[src/rtl/kbc_pkg.sv]
package kbc_pkg;
  localparam int STAT_W = 8;
  localparam int CD_BIT  = 3;
  localparam int IBF_BIT = 1;
  localparam int OBF_BIT = 0;
  localparam logic [STAT_W-1:0] USER_MASK = 8'hF4;

  typedef enum logic [1:0] {
    SLV_DATA = 2'd0,
    SLV_STAT = 2'd1,
    SLV_CTRL = 2'd2
  } slv_sel_e;
endpackage

[src/rtl/kbc_data_regs.sv]
module kbc_data_regs #(
  parameter int DATA_W = 8
) (
  input  logic              clk,
  input  logic              rst,
  input  logic              in_load,
  input  logic [DATA_W-1:0] in_din,
  input  logic              out_load,
  input  logic [DATA_W-1:0] out_din,
  output logic [DATA_W-1:0] in_q,
  output logic [DATA_W-1:0] out_q
);
  always_ff @(posedge clk) begin
    if (rst) begin
      in_q  <= '0;
      out_q <= '0;
    end else begin
      if (in_load)  in_q  <= in_din;
      if (out_load) out_q <= out_din;
    end
  end
endmodule

[src/rtl/kbc_status_reg.sv]
module kbc_status_reg
  import kbc_pkg::*;
(
  input  logic              clk,
  input  logic              rst,
  input  logic              stby,
  input  logic              host_in_wr,
  input  logic              host_a0,
  input  logic              host_out_rd,
  input  logic              slv_in_rd,
  input  logic              slv_out_wr,
  input  logic              slv_stat_wr,
  input  logic [STAT_W-1:0] slv_wdata,
  output logic [STAT_W-1:0] stat_d,
  output logic [STAT_W-1:0] stat_q
);
  always_comb begin
    stat_d = stat_q;
    if (slv_stat_wr) begin
      stat_d = (stat_q & ~USER_MASK) | (slv_wdata & USER_MASK);
      if (!slv_wdata[OBF_BIT]) stat_d[OBF_BIT] = 1'b0;
    end
    if (host_out_rd) stat_d[OBF_BIT] = 1'b0;
    if (slv_out_wr)  stat_d[OBF_BIT] = 1'b1;
    if (slv_in_rd)   stat_d[IBF_BIT] = 1'b0;
    if (host_in_wr) begin
      stat_d[IBF_BIT] = 1'b1;
      stat_d[CD_BIT]  = host_a0;
    end
    if (rst || stby) stat_d = '0;
  end

  always_ff @(posedge clk) stat_q <= stat_d;
endmodule

[src/rtl/kbc_irq_ctrl.sv]
module kbc_irq_ctrl (
  input  logic clk,
  input  logic rst,
  input  logic ien_wr,
  input  logic ien_din,
  input  logic ibf_d,
  output logic ien_q,
  output logic irq
);
  logic ien_d;
  assign ien_d = ien_wr ? ien_din : ien_q;

  always_ff @(posedge clk) begin
    if (rst) begin
      ien_q <= 1'b0;
      irq   <= 1'b0;
    end else begin
      ien_q <= ien_d;
      irq   <= ien_d & ibf_d;
    end
  end
endmodule

[src/rtl/kbc_mailbox.sv]
module kbc_mailbox
  import kbc_pkg::*;
#(
  parameter int DATA_W = 8
) (
  input  logic              clk,
  input  logic              rst,
  input  logic              stby,
  input  logic              host_wr,
  input  logic              host_rd,
  input  logic              host_a0,
  input  logic [DATA_W-1:0] host_wdata,
  output logic [DATA_W-1:0] host_rdata,
  input  logic              slv_wr,
  input  logic              slv_rd,
  input  logic [1:0]        slv_addr,
  input  logic [DATA_W-1:0] slv_wdata,
  output logic [DATA_W-1:0] slv_rdata,
  output logic              slv_irq
);
  localparam int PAD_W = DATA_W - STAT_W;

  logic [STAT_W-1:0] stat_d, stat_q;
  logic [DATA_W-1:0] in_q, out_q;
  logic              ien_q;
  logic              host_out_rd, slv_in_rd, slv_out_wr, slv_stat_wr, slv_ctrl_wr;

  assign host_out_rd = host_rd && !host_a0;
  assign slv_in_rd   = slv_rd && (slv_addr == SLV_DATA);
  assign slv_out_wr  = slv_wr && (slv_addr == SLV_DATA);
  assign slv_stat_wr = slv_wr && (slv_addr == SLV_STAT);
  assign slv_ctrl_wr = slv_wr && (slv_addr == SLV_CTRL);

  kbc_data_regs #(.DATA_W(DATA_W)) u_data (
    .clk(clk), .rst(rst),
    .in_load(host_wr), .in_din(host_wdata),
    .out_load(slv_out_wr), .out_din(slv_wdata),
    .in_q(in_q), .out_q(out_q)
  );

  kbc_status_reg u_stat (
    .clk(clk), .rst(rst), .stby(stby),
    .host_in_wr(host_wr), .host_a0(host_a0), .host_out_rd(host_out_rd),
    .slv_in_rd(slv_in_rd), .slv_out_wr(slv_out_wr), .slv_stat_wr(slv_stat_wr),
    .slv_wdata(slv_wdata[STAT_W-1:0]),
    .stat_d(stat_d), .stat_q(stat_q)
  );

  kbc_irq_ctrl u_irq (
    .clk(clk), .rst(rst),
    .ien_wr(slv_ctrl_wr), .ien_din(slv_wdata[0]),
    .ibf_d(stat_d[IBF_BIT]),
    .ien_q(ien_q), .irq(slv_irq)
  );

  logic [DATA_W-1:0] stat_ext, ctrl_ext;
  generate
    if (PAD_W > 0) begin : g_pad
      assign stat_ext = {{PAD_W{1'b0}}, stat_q};
    end else begin : g_nopad
      assign stat_ext = stat_q[DATA_W-1:0];
    end
  endgenerate
  assign ctrl_ext = {{(DATA_W-1){1'b0}}, ien_q};

  assign host_rdata = host_a0 ? stat_ext : out_q;

  always_comb begin
    case (slv_addr)
      SLV_DATA: slv_rdata = in_q;
      SLV_STAT: slv_rdata = stat_ext;
      SLV_CTRL: slv_rdata = ctrl_ext;
      default:  slv_rdata = '0;
    endcase
  end
endmodule

[config.mk]
export PLATFORM = sky130hd
export DESIGN_NAME = kbc_mailbox
export DESIGN_NICKNAME = d
export VERILOG_FILES = /design/src/rtl/kbc_pkg.sv /design/src/rtl/kbc_data_regs.sv /design/src/rtl/kbc_status_reg.sv /design/src/rtl/kbc_irq_ctrl.sv /design/src/rtl/kbc_mailbox.sv
export SDC_FILE = /design/constraint.sdc
export NUM_CORES = 1
export LEC_CHECK = 0
export ABC_AREA = 1
export BUFFER_PORTS_ARGS = -buffer_cell sky130_fd_sc_hd__clkbuf_2
export CAP_MARGIN = 10
export CORE_ASPECT_RATIO = 1.2
export CORE_MARGIN = 10
export CORE_UTILIZATION = 50
export CTS_BUF_LIST = sky130_fd_sc_hd__clkbuf_8
export DETAILED_ROUTE_END_ITERATION = 10
export PLACE_DENSITY = 0.81
export SLEW_MARGIN = 40
export SYNTH_ARGS = -nofsm -noshare
export SYNTH_HDL_FRONTEND = slang
export SYNTH_SLANG_ARGS = --single-unit
[constraint.sdc]
create_clock -name clk -period 0.8 [get_ports clk]
set_input_delay 0.04 -clock clk [delete_from_list [all_inputs] [get_ports clk]]
set_output_delay 0.04 -clock clk [all_outputs]
set_load 0.01 [all_outputs]
==> impl_metrics.toml <==
[cells_and_area]
finalNonFillerCells = 253
design_area_sq_um = 1670
antenna_cells = 0
drive_gt1_frac = 0.439
final_util = 0.788
syn2layout_area_growth_pct = 45.3
final_nets = 251

[logic_synthesis]
yosys_warnings = 0
synth_seq_cells = 26
synth.cell_area_sq_um = 1150
postSynthAreaPerCell_sq_um = 7.05
yosysTopAreaCellShare = 0.453
ys_seq_area_frac = 0.453
synth_edf_count = 0
synth.area.top_cells = "dfxtp_1, nand2_1, a21oi_1, nor2_1, o21ai_0"
synth_top_cell_by_area = "dfxtp_1"
async_flop_share = 0
synth_nets = 189
ys.flop_type = "dfxtp_1"
synthDistinctLibCells = 20
synthCells = 163

[drt]
drt_pre_antenna_iters = 4
vias_per_cell = 5.14
route.detailed.drc = 0
drt_first_iter_violations = 80
dr_total_vias = 1301
finalWirelength_um = 3760
ant_nets = 0
avgRoutedWirePerCell_um = 14.8

[placement]
routabilityCongestion = 0.969
placed_area_sq_um = 1440
hpwl_um = 2560
place_inst = 239
port_buffers = 42

[hold_path]
hold_path_startpoint = "host_wdata[5]"
min_path_cells = 3
holdPathEnd = "u_data.in_q[5]"
hold_class = "input port to register"

[setup_path]
worstPathArrival_ns = 0.97
cp_slowest_stage_delay_ns = 0.34
ff2ff_setup_slack_ns = 0.02
r2r_cells = 2
r2r_end = "u_stat.stat_q[2]"
path_class = "register to primary output"
end_kind = "primary output"
cp-startpoint = "u_data.in_q[2]"
path_cells = "a22o_4 -> buf_6"
cp.required_ns = 0.76
reg2reg_from = "u_stat.stat_q[2]"
worstPathMaxFanout = 2
critPathSlowestCell = "dfxtp_2"
start_kind = "register"

[grt]
grt_pass1_wl_um = 5660
grt_pass1_vias = 1260
antenna_found_initial = 0
grt-ovfl-total = 0
globalRouteTotalUtil = 0.149
grt_max_degree = 18

[clock_tree]
cts_max_path_buffers = 2
tritoncts = "yes"
insertion_delay_ns = 0.27
clock-sinks = 26
cts_buffers = 3
cts.root.buffer_cell = "clkbuf_8"
clk_pin_slew_ns = 0.08
cts.htree.levels = 1

[timing]
setup_viol = 16
maxSlewHeadroom = 0.658
drv_slew = 0
setup_tns_ns = -2.35
rsz0062_at_grt = "true"
hold_ws_ns = 0.00777
tightest_slew_ns = 0.512
fin_crit_sh = 1.26
finClkSkew_ns = 0.000205
finalCriticalPeriod_ns = 1.01
hold_viol = 0
layout_setup_ws_ns = -0.207
fmax_mhz = 993

[floorplan]
fp.dieH_um = 72.5
die_area_sq_um = 4620
row_count = 18
core_sq_um = 2120
die_w_um = 63.8
initial_core_util = 0.543
num_io_pins = 43

[status]
violations = "setup timing"
status = "finished, violations left"

[power]
seq_power_share = 0.545
switching_share = 0.255
leakagePower_nw = 0.822
power_switching_w = 0.000646
peakVddDrop_mv = 1.41
clkPwrFrac = 0.287
power_density_nw_per_um2 = 1520
combPwrFrac = 0.168
intPower_w = 0.00189

[flow_run]
maxCapViolCount = 0
-- cells by family after synthesis --
family / synth area share
AND/OR/NAND/NOR: 0.290
AO/OA/AOI/OAI: 0.182
flip-flops: 0.453
buffers and inverters: 0.0752
-- through the flow --
step                total power [W]  worst slack, ns
finish                      0.00253           -0.207
global route                0.00263           -0.252
CTS                         0.00249           -0.202
detailed placement          0.00175          -0.0912
floorplan                   0.00157           0.0754
global placement            0.00174          -0.0380
-- worst max path at each step --
stage / end / slack (ns) / cells past startpoint
floorplan: u_stat.stat_q[3] / 0.08 / 4
global placement: slv_rdata[4] / -0.04 / 6
detailed placement: u_data.out_q[6] / -0.09 / 6
CTS: slv_rdata[2] / -0.20 / 2
global route: slv_rdata[0] / -0.25 / 3
finish: slv_rdata[2] / -0.21 / 2
-- flip-flops by register name (all words and copies together) (netlist names) --
name           flops
u_irq.irq          1
u_data.in_q        8
u_data.out_q       8
u_stat.stat_q      8
u_irq.ien_q        1
-- worst max-delay path, delay by kind of cell (launching register included) --
kind / cells / cell delay (ns)
flip-flops: 1 / 0.34
AO/OA/AOI/OAI: 1 / 0.24
buffers and inverters: 1 / 0.12
-- cell usage after synthesis, types with 2 or more instances --
| cell | n |
|---|---|
| a22o_1 | 2 |
| a22o_2 | 4 |
| nand3_1 | 2 |
| a21oi_1 | 18 |
| nand2_1 | 62 |
| inv_1 | 12 |
| buf_2 | 4 |
| o21ai_0 | 9 |
| dfxtp_1 | 26 |
| nand4_1 | 2 |
| nor2_1 | 13 |
-- area by class of cell --
cell class	instances	area [sq um]
Clock buffer	3	41.3
Fill cell	173	448
Multi-Input combinational cell	117	566
Sequential cell	26	548
Timing Repair Buffer	63	419
Inverter	14	57.6
Tap cell	30	37.5
-- cell usage in the layout, fill, tap and decap left out, types with 5 or more instances in the layout --
cell,count
nand2_1,58
clkbuf_2,27
dfxtp_2,22
a21oi_1,18
buf_4,13
nor2_1,12
inv_1,10
buf_2,10
dlygate4sd3_1,8
o21ai_0,6
buf_6,5
-- per-layer routing --
layer / vias to the layer above / wire length [um] / global-route usage
li1: 643 / - / -
met1: 596 / 1470 / 0.163
met2: 54 / 1920 / 0.260
met3: 8 / 277 / 0.0492
met4: 0 / 92 / 0.0633
met5: - / 0 / 0
-- power by group through the flow --
| stage | Clock (W) | Sequential, W | Combinational (W) |
|---|---|---|---|
| final | 0.000726 | 0.00138 | 0.000426 |
| after global routing | 0.000782 | 0.00138 | 0.000465 |
| after CTS | 0.000727 | 0.00137 | 0.000388 |
| after detailed placement | 0 | 0.00140 | 0.000352 |
| after global placement | 0 | 0.00140 | 0.000340 |
| after floorplan | 0 | 0.00139 | 0.000182 |
-- what timing repair did --
action / in CTS / in global routing
setup endpoints to repair: 16 / 17
resized for setup: 23 / 31
pin swaps: 15 / 8
hold buffers: 7 / 1
setup buffers: 2 / 1
endpoints found under the hold margin: 7 / 1
No activity file was read; power rests on OpenSTA's default activity.
